==> config.mk <==
export PLATFORM = sky130hd
export DESIGN_NAME = uart_mode_bank
export DESIGN_NICKNAME = d
export VERILOG_FILES = /design/src/rtl/uart_mode_pkg.sv /design/src/rtl/uart_mode_ptr.sv /design/src/rtl/uart_mode_regfile.sv /design/src/rtl/uart_mode_rdmux.sv /design/src/rtl/uart_mode_bank.sv
export SDC_FILE = /design/constraint.sdc
export NUM_CORES = 1
export LEC_CHECK = 0
export CAP_MARGIN = 20
export CORE_MARGIN = 1
export CORE_UTILIZATION = 33
export CTS_CLUSTER_DIAMETER = 50
export DETAILED_ROUTE_END_ITERATION = 8
export PLACE_DENSITY = 0.62
export RECOVER_POWER = 100
export REMOVE_ABC_BUFFERS = 1
export SLEW_MARGIN = 0
export SYNTH_ARGS = -nofsm -noshare
export SYNTH_HDL_FRONTEND = slang
export SYNTH_SLANG_ARGS = --single-unit
==> constraint.sdc <==
create_clock -name clk -period 4.3 [get_ports clk]
set_input_delay 0.645 -clock clk [delete_from_list [all_inputs] [get_ports clk]]
set_output_delay 0.645 -clock clk [all_outputs]
set_load 0.05 [all_outputs]
==> src/rtl/uart_mode_pkg.sv <==
package uart_mode_pkg;
   localparam int         MODE_DATA_W   = 8;
   localparam int         MODE_CMD_W    = 4;
   localparam logic [3:0] MODE_CMD_TO_0 = 4'hB;
   localparam logic [3:0] MODE_CMD_TO_1 = 4'h1;
endpackage

==> src/rtl/uart_mode_ptr.sv <==
module uart_mode_ptr #(
   parameter int NUM_MR  = 3,
   parameter int CMD_W   = 4,
   parameter logic [CMD_W-1:0] CODE_TO_0 = uart_mode_pkg::MODE_CMD_TO_0,
   parameter logic [CMD_W-1:0] CODE_TO_1 = uart_mode_pkg::MODE_CMD_TO_1,
   parameter int RST_IDX = 1,
   localparam int PTR_W  = (NUM_MR > 1) ? $clog2(NUM_MR) : 1
) (
   input  logic             clk,
   input  logic             rst,
   input  logic             access,
   input  logic             cmd_stb,
   input  logic [CMD_W-1:0] cmd_code,
   output logic [PTR_W-1:0] ptr_q
);
   localparam logic [PTR_W-1:0] LAST = PTR_W'(NUM_MR - 1);

   logic hit_to_0;
   logic hit_to_1;

   assign hit_to_0 = cmd_stb && (cmd_code == CODE_TO_0);
   assign hit_to_1 = cmd_stb && (cmd_code == CODE_TO_1);

   // commands take priority over the access increment
   always_ff @(posedge clk) begin
      if (rst)
         ptr_q <= PTR_W'(RST_IDX);
      else if (hit_to_0)
         ptr_q <= '0;
      else if (hit_to_1)
         ptr_q <= PTR_W'(1);
      else if (access && (ptr_q != LAST))
         ptr_q <= ptr_q + PTR_W'(1);
   end
endmodule

==> src/rtl/uart_mode_regfile.sv <==
module uart_mode_regfile #(
   parameter int DATA_W  = 8,
   parameter int NUM_MR  = 3,
   parameter int MR0_LSB = 4,
   localparam int PTR_W  = (NUM_MR > 1) ? $clog2(NUM_MR) : 1
) (
   input  logic                     clk,
   input  logic                     rst,
   input  logic                     wr_en,
   input  logic [PTR_W-1:0]         ptr,
   input  logic [DATA_W-1:0]        wdata,
   output logic [NUM_MR*DATA_W-1:0] view
);
   for (genvar i = 0; i < NUM_MR; i++) begin : g_mr
      if (i == 0 && MR0_LSB > 0) begin : g_part
         // partial register: low bits absent, read back as ones
         logic [DATA_W-1:MR0_LSB] q;
         always_ff @(posedge clk) begin
            if (rst)
               q <= '0;
            else if (wr_en && (ptr == PTR_W'(i)))
               q <= wdata[DATA_W-1:MR0_LSB];
         end
         assign view[i*DATA_W +: DATA_W] = {q, {MR0_LSB{1'b1}}};
      end else begin : g_full
         logic [DATA_W-1:0] q;
         always_ff @(posedge clk) begin
            if (rst)
               q <= '0;
            else if (wr_en && (ptr == PTR_W'(i)))
               q <= wdata;
         end
         assign view[i*DATA_W +: DATA_W] = q;
      end
   end
endmodule

==> src/rtl/uart_mode_rdmux.sv <==
module uart_mode_rdmux #(
   parameter int DATA_W = 8,
   parameter int NUM_MR = 3,
   localparam int PTR_W = (NUM_MR > 1) ? $clog2(NUM_MR) : 1
) (
   input  logic                     sel,
   input  logic [PTR_W-1:0]         ptr,
   input  logic [NUM_MR*DATA_W-1:0] view,
   output logic [DATA_W-1:0]        rdata
);
   always_comb begin
      rdata = '0;
      if (sel) begin
         for (int i = 0; i < NUM_MR; i++) begin
            if (ptr == PTR_W'(i))
               rdata = view[i*DATA_W +: DATA_W];
         end
      end
   end
endmodule

==> src/rtl/uart_mode_bank.sv <==
module uart_mode_bank #(
   parameter int DATA_W   = uart_mode_pkg::MODE_DATA_W,
   parameter int NUM_MR   = 3,
   parameter int CMD_W    = uart_mode_pkg::MODE_CMD_W,
   parameter logic [CMD_W-1:0] CODE_TO_0 = uart_mode_pkg::MODE_CMD_TO_0,
   parameter logic [CMD_W-1:0] CODE_TO_1 = uart_mode_pkg::MODE_CMD_TO_1,
   parameter int MR0_LSB  = 4,
   parameter int RST_IDX  = 1,
   parameter int WDOG_BIT = 7,
   parameter int THR_BIT  = 6,
   localparam int PTR_W   = (NUM_MR > 1) ? $clog2(NUM_MR) : 1
) (
   input  logic                    clk,
   input  logic                    rst,
   input  logic                    sel,
   input  logic                    rd_stb,
   input  logic                    wr_stb,
   input  logic [DATA_W-1:0]       wdata,
   input  logic                    cmd_stb,
   input  logic [CMD_W-1:0]        cmd_code,
   output logic [DATA_W-1:0]       rdata,
   output logic                    wdog_en,
   output logic [1:0]              rx_thr_sel,
   output logic [DATA_W-MR0_LSB-1:0] mr0_hi,
   output logic [DATA_W-1:0]       mr1_q,
   output logic [DATA_W-1:0]       mr2_q
);
   if (NUM_MR != 3) begin : g_bad_num
      $error("uart_mode_bank: NUM_MR must be 3");
   end
   if (MR0_LSB < 1 || MR0_LSB > THR_BIT) begin : g_bad_lsb
      $error("uart_mode_bank: MR0_LSB must lie below the threshold bit");
   end
   if (WDOG_BIT >= DATA_W || THR_BIT >= WDOG_BIT) begin : g_bad_bits
      $error("uart_mode_bank: field bit positions out of range");
   end
   if (CODE_TO_0 == CODE_TO_1) begin : g_bad_codes
      $error("uart_mode_bank: pointer command codes must differ");
   end
   if (RST_IDX >= NUM_MR) begin : g_bad_rst
      $error("uart_mode_bank: reset pointer out of range");
   end

   logic                     access;
   logic                     wr_en;
   logic [PTR_W-1:0]         ptr_q;
   logic [NUM_MR*DATA_W-1:0] view;

   assign access = sel && (rd_stb || wr_stb);
   assign wr_en  = sel && wr_stb;

   uart_mode_ptr #(
      .NUM_MR (NUM_MR),  .CMD_W (CMD_W),
      .CODE_TO_0 (CODE_TO_0), .CODE_TO_1 (CODE_TO_1),
      .RST_IDX (RST_IDX)
   ) u_ptr (
      .clk (clk), .rst (rst), .access (access),
      .cmd_stb (cmd_stb), .cmd_code (cmd_code), .ptr_q (ptr_q)
   );

   uart_mode_regfile #(
      .DATA_W (DATA_W), .NUM_MR (NUM_MR), .MR0_LSB (MR0_LSB)
   ) u_regs (
      .clk (clk), .rst (rst), .wr_en (wr_en),
      .ptr (ptr_q), .wdata (wdata), .view (view)
   );

   uart_mode_rdmux #(
      .DATA_W (DATA_W), .NUM_MR (NUM_MR)
   ) u_rdmux (
      .sel (sel), .ptr (ptr_q), .view (view), .rdata (rdata)
   );

   assign mr0_hi     = view[DATA_W-1:MR0_LSB];
   assign mr1_q      = view[2*DATA_W-1:DATA_W];
   assign mr2_q      = view[3*DATA_W-1:2*DATA_W];
   assign wdog_en    = view[WDOG_BIT];
   assign rx_thr_sel = {view[THR_BIT], view[DATA_W+THR_BIT]};
endmodule

-- Word level (Yosys, flattened, before mapping)
Index checks and enable logic that the tools add are counted.
- flip-flop bits (word level): 22
- input port bits: 18
- logic and storage cells: 30
- equal/unequal tests: 5
- $add $sub $neg: 1
- reduce and logical (&&, ||, !) cells: 12
- multiplexer cells: 7
- operators by type and width (operator ; count):
    two-way mux 8 bit ; 4
    logical AND 1 bit ; 8
    equality test 4 x 1 -> 1 bit, second input constant ; 1
    equality test 4 bit, second input constant ; 1
    two-way mux 1 bit ; 3
    nonzero test 3 bit ; 1
    OR reduction 3 bit ; 1
    adder 2 x 1 -> 2 bit, second input constant ; 1
    equality test 2 x 1 -> 1 bit, second input constant ; 1
    equality test 2 bit, second input constant ; 1
    logical NOT 2 bit ; 1
    != test 2 bit, second input constant ; 1
    logical OR 1 bit ; 1

-- Logic depth before layout (Yosys ltp)
- depth in word-level cells: 6
- gate-level depth with buffers: 7
- mapped depth without buffers: 6

-- Cells and area by module
From an unflattened synthesis, not the netlist that was laid out.
- cells, all modules: 141
- area total of the unflattened synthesis: 1327.5 µm²
- modules (own cells, without submodules) (module ; area each (µm²) ; seq. area each (µm²) ; cells each ; instances):
    uart_mode_regfile ; 874.6 ; 400.4 ; 84 ; 1
    uart_mode_rdmux ; 270.3 ; 0.0 ; 35 ; 1
    uart_mode_ptr ; 145.1 ; 40.0 ; 17 ; 1
    uart_mode_bank ; 37.5 ; 0.0 ; 5 ; 1

-- Least setup slack after synthesis
OpenSTA, ideal clock, no wires.
- path type: flip-flop to output port
- from: reg u_ptr.ptr_q[0]
- to: out rdata[0]
- data arrival time: 2130 ps
- stages on the path, launching flop included: 6
- setup slack: 1525 ps
- data required time: 3655 ps
- path through: dfxtp_1 -> inv_1 -> ha_1 -> and2b_1 -> o21ai_1 -> o21ai_0
- longest elaborated chain between the ends: 5
- elaborated cells on any way between the ends: 7
- RTL lines (element ; RTL line ; text):
    start, declared ; uart_mode_ptr.sv:14 ; output logic [PTR_W-1:0] ptr_q
    start signal, assigned ; uart_mode_ptr.sv:27 ; ptr_q <= PTR_W'(RST_IDX);
    start signal, assigned ; uart_mode_ptr.sv:33 ; ptr_q <= ptr_q + PTR_W'(1);
    logical NOT 2 bit ; uart_mode_rdmux.sv:15 ; if (ptr == PTR_W'(i))
    two-way mux 8 bit (2 in series) ; uart_mode_rdmux.sv:15 ;
    two-way mux 8 bit * ; uart_mode_rdmux.sv:15 ;
    two-way mux 8 bit * ; uart_mode_rdmux.sv:13 ; if (sel) begin
    end, declared ; uart_mode_bank.sv:21 ; output logic [DATA_W-1:0] rdata,
Every way passes the cells marked *; elsewhere a longest branch is shown, timed or not.

-- Final worst setup path
- from: in sel
- to: out rdata[7]
- longest elaborated chain between the ends: 1
- RTL lines (element ; RTL line ; text):
    start, declared ; uart_mode_bank.sv:15 ; input logic sel,
    two-way mux 8 bit ; uart_mode_rdmux.sv:13 ;
Every way passes these cells.

==> results.py <==
metrics = {
    "logic_synthesis": {
        "synth_seq_area_share_pct": 39.9,
        "yosys_register_bits": 22,
        "synth_cells": 131,
        "yosys.cell_types.count": 27,
        "synth_edf_count": 0,
        "ys_warn_count": 0,
        "synthArstFlopShare_pct": 0,
        "syn_area_per_cell_um2": 8.42,
        "synthFlopType": "dfxtp_1",
        "syn_area_um2": 1100,
    },
    "worst_setup_path": {
        "cp_slowest_stage_delay_ps": 900,
        "cp-startpoint": "sel",
        "cp_data_arrival_time_ps": 3060,
        "worst_setup_path_start_kind": "input pin",
        "path_cells": "dlygate4sd3_1 > and2_0 > nand2_1 > o21ai_0 > dlygate4sd3_1",
        "cp_common_cell": "dlygate4sd3_1",
        "critPathKind": "input pin to output pin",
        "cp-end-kind": "output pin",
        "path_max_fanout": 17,
        "cp.required_ps": 3650,
        "r2r-start": "u_ptr.ptr_q[0]$_SDFFE_PP1P_",
        "slowest_stage": "dlygate4sd3_1",
    },
    "timing": {
        "worstMarginPinSlew_ps": 945,
        "setup_ws_ps": 591,
        "clock_skew_ps": 15.2,
        "finalCriticalPeriod_ps": 3710,
        "fin_setup_tns_ps": 0,
        "fmax_ghz": 0.270,
        "slew_headroom_pct": 36.8,
        "hold_violations": 0,
        "setup_viol": 0,
        "grt_setup_unrepaired": "no",
        "slew_viol_final": 0,
        "finalCritPeriodShare_pct": 86.3,
    },
    "route": {
        "vias_per_cell": 4.83,
        "num_vias": 1048,
        "ant_nets": 0,
        "drc": 0,
        "drt-initial-drc-count": 32,
        "post_drt_wl_per_cell_um": 13.4,
        "dr.pass1.iters": 5,
        "wl_mm": 2.91,
    },
    "floorplan": {
        "coreArea_um2": 3100,
        "initial_core_util_pct": 35.6,
        "fp.dieArea_um2": 3580,
        "die_h_um": 59.8,
        "fp.dieW_um": 59.8,
        "io_pins": 49,
        "rows": 20,
    },
    "final_layout": {
        "design_area_um2": 1630,
        "final_cell_mix": "dlygate4sd3_1 (34), dfxtp_1 (22), nand2_1 (18)",
        "layout-area-overhead-vs-synth_pct": 48.0,
        "final_common_cell": "dlygate4sd3_1",
        "insertedDiodeCount": 0,
        "final_core_util_pct": 52.6,
        "drive_gt1_share_pct": 3.47,
        "finalNetCount": 195,
    },
    "power_and_ir_drop": {
        "p_leak_nw": 0.753,
        "peakVddDrop_v": 0.000147,
        "powerDensity_nw_per_um2": 342,
        "power_uw": 559,
    },
    "clock_tree": {
        "htreeDepth": 1,
        "cts_sinks": 22,
        "cts_tree": "done",
        "ctsResizeCount": 0,
        "clock_path_buffers": 2,
        "clk_pin_slew_ps": 140,
        "postCtsHoldBufs": 0,
        "insertion_delay_ps": 320,
        "cts-root-buf": "clkbuf_4",
        "cts_buffers": 3,
        "cts_setup_buffers": 0,
    },
    "hold_path": {
        "min_from": "u_regs.g_mr[2].g_full.q[3]$_SDFFE_PP0P_",
        "min_path_type": "flip-flop to flip-flop",
    },
    "status": {
        "run_status": "complete, no violations",
    },
    "flow_run": {
        "maxCapViolations": 0,
    },
    "placed_design": {
        "dp_hpwl_mm": 2.14,
        "dp_slack_ps": 924,
        "place.gp.congestion": 0.740,
        "portBuffers": 48,
        "placed_area_um2": 1590,
    },
    "global_route": {
        "globalRouteOverflowTotal": 0,
        "grt_usage_pct": 17.0,
        "grt_pass1_wl_mm": 4.53,
        "grt_max_degree": 27,
        "grt_pass1_vias": 994,
        "antenna_found_initial": 0,
    },
}
==> cells in the mapped netlist, types with 2 or more instances <==
| cell type | count | area share, % |
|---|---|---|
| ha_1 | 3 | 3.4 |
| mux2i_1 | 16 | 15 |
| nand2_1 | 18 | 6.1 |
| nor2_1 | 15 | 5.1 |
| clkbuf_1 | 3 | 1.0 |
| or2_1 | 2 | 1.1 |
| nand3_1 | 9 | 4.1 |
| buf_4 | 3 | 2.0 |
| inv_1 | 3 | 1.0 |
| buf_2 | 4 | 1.8 |
| nor2b_1 | 4 | 2.3 |
| a21oi_1 | 8 | 3.6 |
| o21ai_0 | 8 | 3.6 |
| dfxtp_1 | 22 | 40 |
==> report_power, final <==
part           leakage [nW]  total [mW]  switching, mW  internal [mW]
clock                0.0279       0.161         0.0670         0.0943
sequential            0.179       0.222        0.00827          0.214
combinational         0.547       0.175          0.112         0.0634
total                 0.753       0.559          0.187          0.372
==> logic make-up after synthesis <==
kind of cell	after synthesis	synth area share [%]
simple gates	55	23.8
mux	16	14.5
xor+xnor	1	0.794
buf+inv	13	5.90
compound gates	21	11.7
flops	22	39.9
fa+ha+maj	3	3.40
==> layout make-up <==
type | count | area, um2
inverter | 3 | 11.3
multi-input combinational | 96 | 593
timing repair buffer | 48 | 480
sequential | 22 | 440
fill | 330 | 1470
clock buffer | 3 | 22.5
clock inverter | 1 | 30.0
tap | 44 | 55.1
==> final timing paths <==
path	end	slack [ps]	cells past startpoint
min	u_regs.g_mr[2].g_full.q[3]$_SDFFE_PP0P_	480	2
min reg2reg	u_regs.g_mr[2].g_full.q[3]$_SDFFE_PP0P_	480	2
max	rdata[7]	590	5
max reg2reg	u_regs.g_mr[2].g_full.q[0]$_SDFFE_PP0P_	2200	6
==> worst max-delay path, delay by kind of cell <==
family,cells,cell delay (ps)
AO/OA/AOI/OAI,1,120
buffers and inverters,2,1480
AND/OR/NAND/NOR,2,810
==> state kept, by name, summed over array words and instances, names as in the netlist <==
signal                flops
u_ptr.ptr_q               2
u_regs.g_mr.g_full.q     16
u_regs.g_mr.g_part.q      4
==> metal layers <==
layer / share of wire [%] / vias up / routed length [um] / GRT usage, %
met5: 0 / - / 0 / 0
met4: 0.93 / 0 / 27 / 5.98
met3: 5.0 / 2 / 144 / 2.81
met2: 49 / 36 / 1420 / 29.5
met1: 45 / 483 / 1320 / 21.1
li1: - / 527 / - / -
==> per-stage QoR <==
stage | hold slack [ps] | std cells
6_report | 480 | 217
5_1_grt | 507 | 217
4_1_cts | 487 | 217
3_5_place_dp | 469 | 213
3_3_place_gp | 459 | 213
2_1_floorplan | 498 | 121
No activity file was read; power rests on OpenSTA's default activity.
